### config.mk
export PLATFORM = sky130hd
export DESIGN_NAME = tmr8_unit
export DESIGN_NICKNAME = d
export VERILOG_FILES = /design/src/rtl/tmr8_pkg.sv /design/src/rtl/tmr8_edge.sv /design/src/rtl/tmr8_presc.sv /design/src/rtl/tmr8_wbase.sv /design/src/rtl/tmr8_unit.sv
export SDC_FILE = /design/constraint.sdc
export NUM_CORES = 1
export LEC_CHECK = 0
export ABC_AREA = 1
export BUFFER_PORTS_ARGS = -buffer_cell sky130_fd_sc_hd__buf_2
export CORE_UTILIZATION = 40
export CTS_CLUSTER_DIAMETER = 50
export DETAILED_ROUTE_END_ITERATION = 10
export SLEW_MARGIN = 20
export SYNTH_ARGS = -nofsm -noshare
export SYNTH_HDL_FRONTEND = slang
export SYNTH_HIERARCHICAL = 1
export SYNTH_SLANG_ARGS = --single-unit
### constraint.sdc
create_clock -name clk -period 2.44 [get_ports clk]
set_clock_uncertainty 0.1 [all_clocks]
set_input_delay 0.488 -clock clk [delete_from_list [all_inputs] [get_ports clk]]
set_output_delay 0.488 -clock clk [all_outputs]
set_load 0.05 [all_outputs]
### src/rtl/tmr8_pkg.sv
`timescale 1ns/1ps
package tmr8_pkg;
    parameter int CNT_W  = 8;
    parameter int CTL_W  = 6;
    parameter int INH_W  = 2;
    localparam int SRC_BIT  = 5;
    localparam int EDGE_BIT = 4;
    localparam int PSA_BIT  = 3;
    localparam logic [CTL_W-1:0] CTL_RESET = 6'h3F;
    localparam logic [INH_W-1:0] INH_LOAD  = 2'd2;

    typedef enum logic [1:0] {
        REG_CNT  = 2'd0,
        REG_CTL  = 2'd1,
        REG_IRQ  = 2'd2,
        REG_NONE = 2'd3
    } reg_sel_e;

    typedef struct packed {
        logic [CNT_W-1:0] cnt;
        logic [CTL_W-1:0] ctl;
        logic             flag;
        logic             ien;
        logic [INH_W-1:0] inh;
        logic             wto;
    } tmr_state_t;
endpackage

### src/rtl/tmr8_edge.sv
`timescale 1ns/1ps
module tmr8_edge #(
    parameter int SYNC_STAGES = 2
) (
    input  logic clk,
    input  logic rst_n,
    input  logic pin,
    input  logic fall_sel,
    output logic evt
);
    localparam int LAST = SYNC_STAGES;

    logic [LAST:0] chain_d, chain_q;
    logic          rise, fall;

    always_comb begin
        chain_d = {chain_q[LAST-1:0], pin};
    end

    always_ff @(posedge clk) begin
        if (!rst_n) chain_q <= '0;
        else        chain_q <= chain_d;
    end

    assign rise = chain_q[LAST-1] & ~chain_q[LAST];
    assign fall = ~chain_q[LAST-1] & chain_q[LAST];
    assign evt  = fall_sel ? fall : rise;
endmodule

### src/rtl/tmr8_presc.sv
`timescale 1ns/1ps
module tmr8_presc #(
    parameter int PRE_W = 8,
    parameter int TAP_W = 3
) (
    input  logic             clk,
    input  logic             rst_n,
    input  logic             clr,
    input  logic             adv,
    input  logic [TAP_W-1:0] tap,
    output logic             full
);
    localparam int NTAPS = 1 << TAP_W;

    logic [PRE_W-1:0] cnt_d, cnt_q;
    logic [NTAPS-1:0] tap_full;

    generate
        for (genvar i = 0; i < NTAPS; i++) begin : g_tap
            assign tap_full[i] = &cnt_q[i:0];
        end
    endgenerate

    assign full = tap_full[tap];

    always_comb begin
        cnt_d = cnt_q;
        if (clr)      cnt_d = '0;
        else if (adv) cnt_d = cnt_q + {{(PRE_W-1){1'b0}}, 1'b1};
    end

    always_ff @(posedge clk) begin
        if (!rst_n) cnt_q <= '0;
        else        cnt_q <= cnt_d;
    end
endmodule

### src/rtl/tmr8_wbase.sv
`timescale 1ns/1ps
module tmr8_wbase #(
    parameter int BASE_W = 4
) (
    input  logic clk,
    input  logic rst_n,
    input  logic kick,
    input  logic adv,
    output logic wrap
);
    logic [BASE_W-1:0] base_d, base_q;

    assign wrap = adv && (&base_q);

    always_comb begin
        base_d = base_q;
        if (kick)     base_d = '0;
        else if (adv) base_d = base_q + {{(BASE_W-1){1'b0}}, 1'b1};
    end

    always_ff @(posedge clk) begin
        if (!rst_n) base_q <= '0;
        else        base_q <= base_d;
    end
endmodule

### src/rtl/tmr8_unit.sv
`timescale 1ns/1ps
module tmr8_unit
    import tmr8_pkg::*;
#(
    parameter int PRE_W       = 8,
    parameter int TAP_W       = 3,
    parameter int WDT_BASE_W  = 4,
    parameter int SYNC_STAGES = 2
) (
    input  logic             clk,
    input  logic             rst_n,
    input  logic             cyc_tick,
    input  logic             ext_pin,
    input  logic             sleep,
    input  logic             wdt_kick,
    input  logic             wr_en,
    input  logic [1:0]       wr_addr,
    input  logic [CNT_W-1:0] wr_data,
    output logic [CNT_W-1:0] count_o,
    output logic [CTL_W-1:0] ctrl_o,
    output logic             flag_o,
    output logic             ien_o,
    output logic             irq_o,
    output logic             wdt_to_o
);
    localparam logic [CNT_W-1:0] CNT_MAX = {CNT_W{1'b1}};

    tmr_state_t st_d, st_q;

    logic ext_evt, src_tick, psa;
    logic pre_clr, pre_adv, pre_full;
    logic base_wrap, inc_evt, wdt_fire;
    logic wr_cnt, wr_ctl, wr_irq, wrap_now;

    tmr8_edge #(.SYNC_STAGES(SYNC_STAGES)) u_edge (
        .clk      (clk),
        .rst_n    (rst_n),
        .pin      (ext_pin),
        .fall_sel (st_q.ctl[EDGE_BIT]),
        .evt      (ext_evt)
    );

    tmr8_presc #(.PRE_W(PRE_W), .TAP_W(TAP_W)) u_presc (
        .clk   (clk),
        .rst_n (rst_n),
        .clr   (pre_clr),
        .adv   (pre_adv),
        .tap   (st_q.ctl[TAP_W-1:0]),
        .full  (pre_full)
    );

    tmr8_wbase #(.BASE_W(WDT_BASE_W)) u_wbase (
        .clk   (clk),
        .rst_n (rst_n),
        .kick  (wdt_kick),
        .adv   (cyc_tick),
        .wrap  (base_wrap)
    );

    always_comb begin
        st_d     = st_q;
        wr_cnt   = wr_en && (wr_addr == REG_CNT);
        wr_ctl   = wr_en && (wr_addr == REG_CTL);
        wr_irq   = wr_en && (wr_addr == REG_IRQ);
        psa      = st_q.ctl[PSA_BIT];
        src_tick = (st_q.ctl[SRC_BIT] ? ext_evt : cyc_tick) && !sleep;

        // prescaler ownership: 1 = watchdog, 0 = timer
        pre_clr  = (wr_cnt && !psa) || (wdt_kick && psa)
                 || (wr_ctl && (wr_data[PSA_BIT] != psa));
        pre_adv  = psa ? base_wrap : src_tick;
        inc_evt  = psa ? src_tick : (src_tick && pre_full);
        wdt_fire = !wdt_kick && base_wrap && (!psa || pre_full);
        wrap_now = 1'b0;

        if (wr_cnt) begin
            st_d.cnt = wr_data;
            st_d.inh = INH_LOAD;
        end else if (inc_evt) begin
            if (st_q.inh != '0) begin
                st_d.inh = st_q.inh - 1'b1;
            end else begin
                st_d.cnt = st_q.cnt + 1'b1;
                wrap_now = (st_q.cnt == CNT_MAX);
            end
        end

        if (wr_ctl) st_d.ctl = wr_data[CTL_W-1:0];

        if (wr_irq) begin
            st_d.ien  = wr_data[1];
            st_d.flag = wr_data[0];
        end
        if (wrap_now) st_d.flag = 1'b1;

        st_d.wto = wdt_fire;
    end

    always_ff @(posedge clk) begin
        if (!rst_n) begin
            st_q.cnt  <= '0;
            st_q.ctl  <= CTL_RESET;
            st_q.flag <= 1'b0;
            st_q.ien  <= 1'b0;
            st_q.inh  <= '0;
            st_q.wto  <= 1'b0;
        end else begin
            st_q <= st_d;
        end
    end

    assign count_o  = st_q.cnt;
    assign ctrl_o   = st_q.ctl;
    assign flag_o   = st_q.flag;
    assign ien_o    = st_q.ien;
    assign irq_o    = st_q.flag & st_q.ien;
    assign wdt_to_o = st_q.wto;
endmodule

---- Word-level counts from Yosys, hierarchy flattened ----
Cells that the tools add are included.
Widths: inputs -> output; s select.
cells by class
  add/subtract/negate cells ............... 4
  $mul .................................... 0
  divide/modulo/power cells ............... 0
  order comparisons ....................... 1
  eq/ne operators ......................... 5
  shifts and indexed selects .............. 0
  muxes and demuxes ....................... 17
  bitwise operators ....................... 6
  reduce and logical (&&, ||, !) cells .... 36
operator list
  kind                 count
  $mux 8               3
  $add 8x1->8 const B  2
  $logic_and 1x1->1    11
  $mux 1               9
  $eq 8x8->1 const B   1
  $mux 2               4
  $reduce_and 2->1     4
  $reduce_and 4->1     2
  $reduce_and 8->1     1
  $reduce_bool 2->1    4
  $reduce_and 7->1     1
  $reduce_and 6->1     1
  $reduce_or 2->1      3
  $reduce_and 5->1     1
  $add 4x1->4 const B  1
  $lt 3x4->1 const B   1
  $and 1x1->1          3
  $bmux 1 s3           1
  $logic_not 1->1      3
  $logic_or 1x1->1     3
  $not 1->1            3
  $reduce_and 3->1     1
  $eq 2x1->1 const B   1
  $eq 2x2->1 const B   1
  4 further kinds      4
storage, ports and cells
  flip-flop bits (word level) ............. 34
  bits in latches ......................... 0
  bits in writable memories ............... 0
  memory bits (read-only) ................. 0
  input bits .............................. 17
  output and inout port bits .............. 18
  word-level logic and storage cells ...... 79
  memories kept ........................... 0

---- Logic depth before layout (Yosys ltp) ----
  word-level depth ........................ 10
  depth in mapped cells ................... 14
  depth with buffers taken out ............ 14

---- Modules after synthesis ----
Netlist, hierarchy kept.
modules (own cells, without submodules)
  module      times used  cells an instance  area an instance (um2)  sequential area each (um2)
  tmr8_unit   1           174                1183.6                  380.4
  tmr8_presc  1           75                 504.2                   160.2
  tmr8_wbase  1           25                 180.2                   80.1
  tmr8_edge   1           15                 107.6                   60.1

---- Worst setup path before layout ----
OpenSTA, ideal clock, no wires.
  path type ............................... flip-flop to flip-flop
  from .................................... register u_presc.cnt_q[0]
  to ...................................... register st_q, in the netlist count_o[2]
  setup time .............................. 114 ps
  data arrival time ....................... 1555 ps
  required time ........................... 2226 ps
  setup slack ............................. 671 ps
  stages on the path, launching flop included .. 15
  path buffers ............................ 0
  clock period less this slack ............ 1769 ps
  cells stage by stage .................... dfxtp_1 ha_1 inv_1 nor2_2 nand3_1 nand2_1 nand2_1 nand2_1 inv_1 nand2_2 nand4_4 nand2_2 inv_2 nand2_1 nand2_1
between the ends
  word-level cells in the longest chain between the ends .. 7
  elaborated cells between the ends (all ways) .. 13
  classes of those cells .................. 3 x mux; 10 x reduce/logical
RTL lines
  element                                   RTL line          text
  start: declaration                        tmr8_presc.sv:15  logic [PRE_W-1:0] cnt_d, cnt_q;
  start signal: assignment                  tmr8_presc.sv:34  else cnt_q <= cnt_d;
  $reduce_and 8->1 (tied with other cells)  tmr8_presc.sv:20  assign tap_full[i] = &cnt_q[i:0];
  $bmux 1 s3 *                              tmr8_presc.sv:24  assign full = tap_full[tap];
  $mux 1 (not written as such) *            tmr8_presc.sv:24
  via pre_full                              tmr8_unit.sv:31   logic pre_clr, pre_adv, pre_full;
  $logic_and 1x1->1 *                       tmr8_unit.sv:72   inc_evt = psa ? src_tick : (src_tick && pre_full);
  $mux 1 *                                  tmr8_unit.sv:72
  $reduce_bool 2->1 (no line) *             n/a
  $reduce_and 2->1 (no line) *              n/a
  end signal: assignment                    tmr8_unit.sv:108  st_q <= st_d;
  end: declaration                          tmr8_unit.sv:28   tmr_state_t st_d, st_q;
The timed path passes the listed nets; every way through them passes the cells marked *. The select of a mux whose other input is x is not followed.
A chain may end at the register's enable or synchronous reset.

---- Worst setup path in the final report ----
Same ends and word-level chain as after synthesis.

==> results.md <==
- Clock-pin slew on the worst setup and hold paths: 0.08 ns
- First-pass detailed-route iteration total: 4
- DRC errors left: 0
- Initial antenna violation count: 0
- Crit. End Element: register
- Worst Setup SP: u_presc/cnt_q[0]$_SDFFE_PP0P_
- Arrival time at the worst endpoint: roughly 2.1 ns
- I/O Buffers: 34
- Ratio of routed vias to standard cells: 4.69
- TritonCTS sink count: 34
- CP Max Fanout: 6
- Count of final max-slew check failures: 0
- Final Hold Viols: 0
- Average footprint of a synthesized cell: about 6.8 sq um
- Number of CTS-inserted buffers: 5
- Global-route met1 utilization: about a fifth
- Die extent in x: 72.3 um
- Total power divided by cell area: 610 nW/um^2
- Static leakage power: 1.10 nW
- Crit Reg-Reg Startpoint: u_presc/cnt_q[0]$_SDFFE_PP0P_
- RSZ-0062 raised after global routing: no
- Critical Path Source Type: register
- DRC violation total after the first TritonRoute iteration: 67
- Post-route minimum period: between 2 and 2.5 ns
- Total routed wirelength: 4130 um
- Die Ht: roughly 72 um
- Yosys top cell area share: 34.5%
- Hold bufs inserted after CTS: 0
- Share of layout cells above drive strength 1: a little over a fifth
- ANT cells: 0
- Peak ir drop on the vdd network: 269 uV
- Post-Synthesis Net Count: 310
- Vias in the first global route: 1534
- Placed wire-length estimate after detailed placement: 3120 um
- Routability congestion estimate: about 0.79
- GRT Residual Overflow: 0
- Overall fraction of global-route tracks in use: about 17%
- Initial cell density of the core: a little over two fifths
- Most common library cell in the layout ignoring fill and taps: sky130_fd_sc_hd__nand2_1
- Most Used Layer, Global Route: met2
- Pin count of the biggest net entering global routing: 20
- Core Area: 4720 sq um
- Most frequent cells in the layout: sky130_fd_sc_hd__nand2_1 (80), sky130_fd_sc_hd__inv_1 (38), sky130_fd_sc_hd__dfxtp_1 (34), sky130_fd_sc_hd__buf_2 (34), sky130_fd_sc_hd__nand3_1 (26)
- Beginning of the worst hold path: ext_pin
- Yosys top cell by area: sky130_fd_sc_hd__dfxtp_1
- Die area: ~5200 sq um
- Post-synthesis cell count: 289
- Number of top-level design ports: 35
- CTS tree: built
- Part of the Yosys area used for sequential elements: 34.5%
- Nets: about 340
- CTS H-Tree Depth: 2
- Number of maximum-capacitance constraint violations: 0
- Row count: 25
- Total negative slack for setup checks: 0 ns
- Fin crit share: 82.7%
- Maximum buffer depth of the clock tree: 2
- Global-route track usage on met3: 4.31%
- Number of storage elements in the synthesis netlist: 34
- CP Class: register to register
- Clk Latency, worst-skew pair: 0.30 ns
- WL/cell: 10.8 um
- Postcts setup bufs: 0
- Number of gates given a new drive strength after cts: 0
- Final setup violating endpoints: 0
- Post-synthesis instance area: 1980 sq um
- Max transition margin: 69.7%
- Number of vias in the routed layout: 1790
- Warning count from the yosys run: 6
- Fmax: just under 500 MHz
- Actual slew at the worst max-slew pin: 0.443 ns
- Post-route antenna net violation count: 0
- First-pass GRT wire length: between 6000 and 7000 um
- Clock root cell: sky130_fd_sc_hd__clkbuf_8
- Met2 routing resource usage after global routing: 28.1%
- Area growth from synthesis to final layout: 13.8%
- Run status: completed
- Class of the tightest hold or removal check: input pin to register
- Endpoint required time on the critical path: 2.53 ns
- Total Power: around 1.4 mW
- Distinct cell type count of the synthesized netlist: 30
- Largest cells by area after synthesis: sky130_fd_sc_hd__dfxtp_1 (34%), sky130_fd_sc_hd__nand2_1 (15%), sky130_fd_sc_hd__inv_1 (7.2%)
- Final core utilization: 47.6%
logic make-up (layout without fill, tap and decap cells):
| family | count (synthesis) | in the layout | share of synthesized area (%) |
|---|---|---|---|
| AOI/OAI and AO/OA | 42 | 42 | 12.2 |
| DFF | 34 | 34 | 34.5 |
| buffers and inverters | 60 | 86 | 14.7 |
| adders and majority gates | 4 | 4 | 2.53 |
| and+or+nand+nor | 149 | 149 | 36.1 |
synth_stat cells:
library cell and n:
sky130_fd_sc_hd__nand2_1 80, sky130_fd_sc_hd__inv_1 38, sky130_fd_sc_hd__dfxtp_1 34, sky130_fd_sc_hd__nand3_1 26
sky130_fd_sc_hd__nor2_1 19, sky130_fd_sc_hd__a21oi_1 17, sky130_fd_sc_hd__buf_4 14, sky130_fd_sc_hd__o21ai_0 11
sky130_fd_sc_hd__nand2_2 7, sky130_fd_sc_hd__ha_1 4, sky130_fd_sc_hd__inv_2 4, sky130_fd_sc_hd__nor2_2 4
sky130_fd_sc_hd__o211ai_1 4, sky130_fd_sc_hd__nand3b_1 3, sky130_fd_sc_hd__nand4_1 3, sky130_fd_sc_hd__o21ai_1 3
sky130_fd_sc_hd__buf_2 2, sky130_fd_sc_hd__nor2_4 2, sky130_fd_sc_hd__o21ai_2 2, sky130_fd_sc_hd__o21bai_1 2
sky130_fd_sc_hd__a2111oi_0 1, sky130_fd_sc_hd__a21oi_2 1, sky130_fd_sc_hd__a31oi_1 1, sky130_fd_sc_hd__buf_6 1
sky130_fd_sc_hd__inv_4 1, sky130_fd_sc_hd__nand2_4 1, sky130_fd_sc_hd__nand3_2 1, sky130_fd_sc_hd__nand4_4 1
sky130_fd_sc_hd__nor2_8 1, sky130_fd_sc_hd__nor3_4 1
registers in the layout, indices dropped and copies added, names as in the netlist, 2 cells and up:
name            cells
u_wbase/base_q      4
u_edge/chain_q      3
st_q                2
count_o             8
ctrl_o              6
u_presc/cnt_q       8
stage by stage:
stage / worst slack, ns / std cells / hold WS (ns) / area (sq um)
floorplan: 0.671 / 289 / 0.290 / 1980
global placement: 0.509 / 374 / 0.292 / 2110
detailed placement: 0.468 / 374 / 0.299 / 2110
CTS: 0.426 / 382 / 0.253 / 2250
global route: 0.221 / 382 / 0.254 / 2250
finish: 0.423 / 382 / 0.260 / 2250
power by group:
group	total [mW]	switching (mW)	internal, mW
logic	0.153	0.107	0.0452
clock network	0.635	0.225	0.409
registers	0.584	0.0146	0.569
total	1.37	0.347	1.02
final timing paths:
check	to	slack [ns]	depth (start not counted)
min	u_edge/chain_q[0]$_SDFF_PN0_	0.26	3
min reg2reg	u_edge/chain_q[1]$_SDFF_PN0_	0.32	2
max reg2reg	count_o[2]$_SDFFE_PN0P_	0.42	14
max	count_o[2]$_SDFFE_PN0P_	0.42	14
per-layer routing:
layer | part of all wire (%) | vias up
met1 | 48 | 789
met4 | 1.7 | 0
met3 | 4.2 | 6
met5 | 0 | -
li1 | - | 959
met2 | 46 | 36
worst max-delay path, stage by stage, from the launching register on:
cell                      delay, ns
sky130_fd_sc_hd__dfxtp_1       0.44
sky130_fd_sc_hd__ha_1          0.25
sky130_fd_sc_hd__inv_1         0.07
sky130_fd_sc_hd__nor2_2        0.16
sky130_fd_sc_hd__nand3_1       0.09
sky130_fd_sc_hd__nand2_1       0.06
sky130_fd_sc_hd__nand2_1       0.05
sky130_fd_sc_hd__nand2_1       0.06
sky130_fd_sc_hd__inv_1         0.05
sky130_fd_sc_hd__nand2_2       0.10
sky130_fd_sc_hd__nand4_4       0.16
sky130_fd_sc_hd__nand2_2       0.13
sky130_fd_sc_hd__inv_2         0.08
sky130_fd_sc_hd__nand2_1       0.06
sky130_fd_sc_hd__nand2_1       0.05
final cells by class:
cell class	instances	area [sq um]
sequential	34	681
timing repair buffer	35	178
fill	489	2470
tap	67	83.8
multi-input combinational	195	1000
inverter	43	164
clock inverter	3	68.8
clock buffer	5	68.8
(Power assumes the default switching activity.)
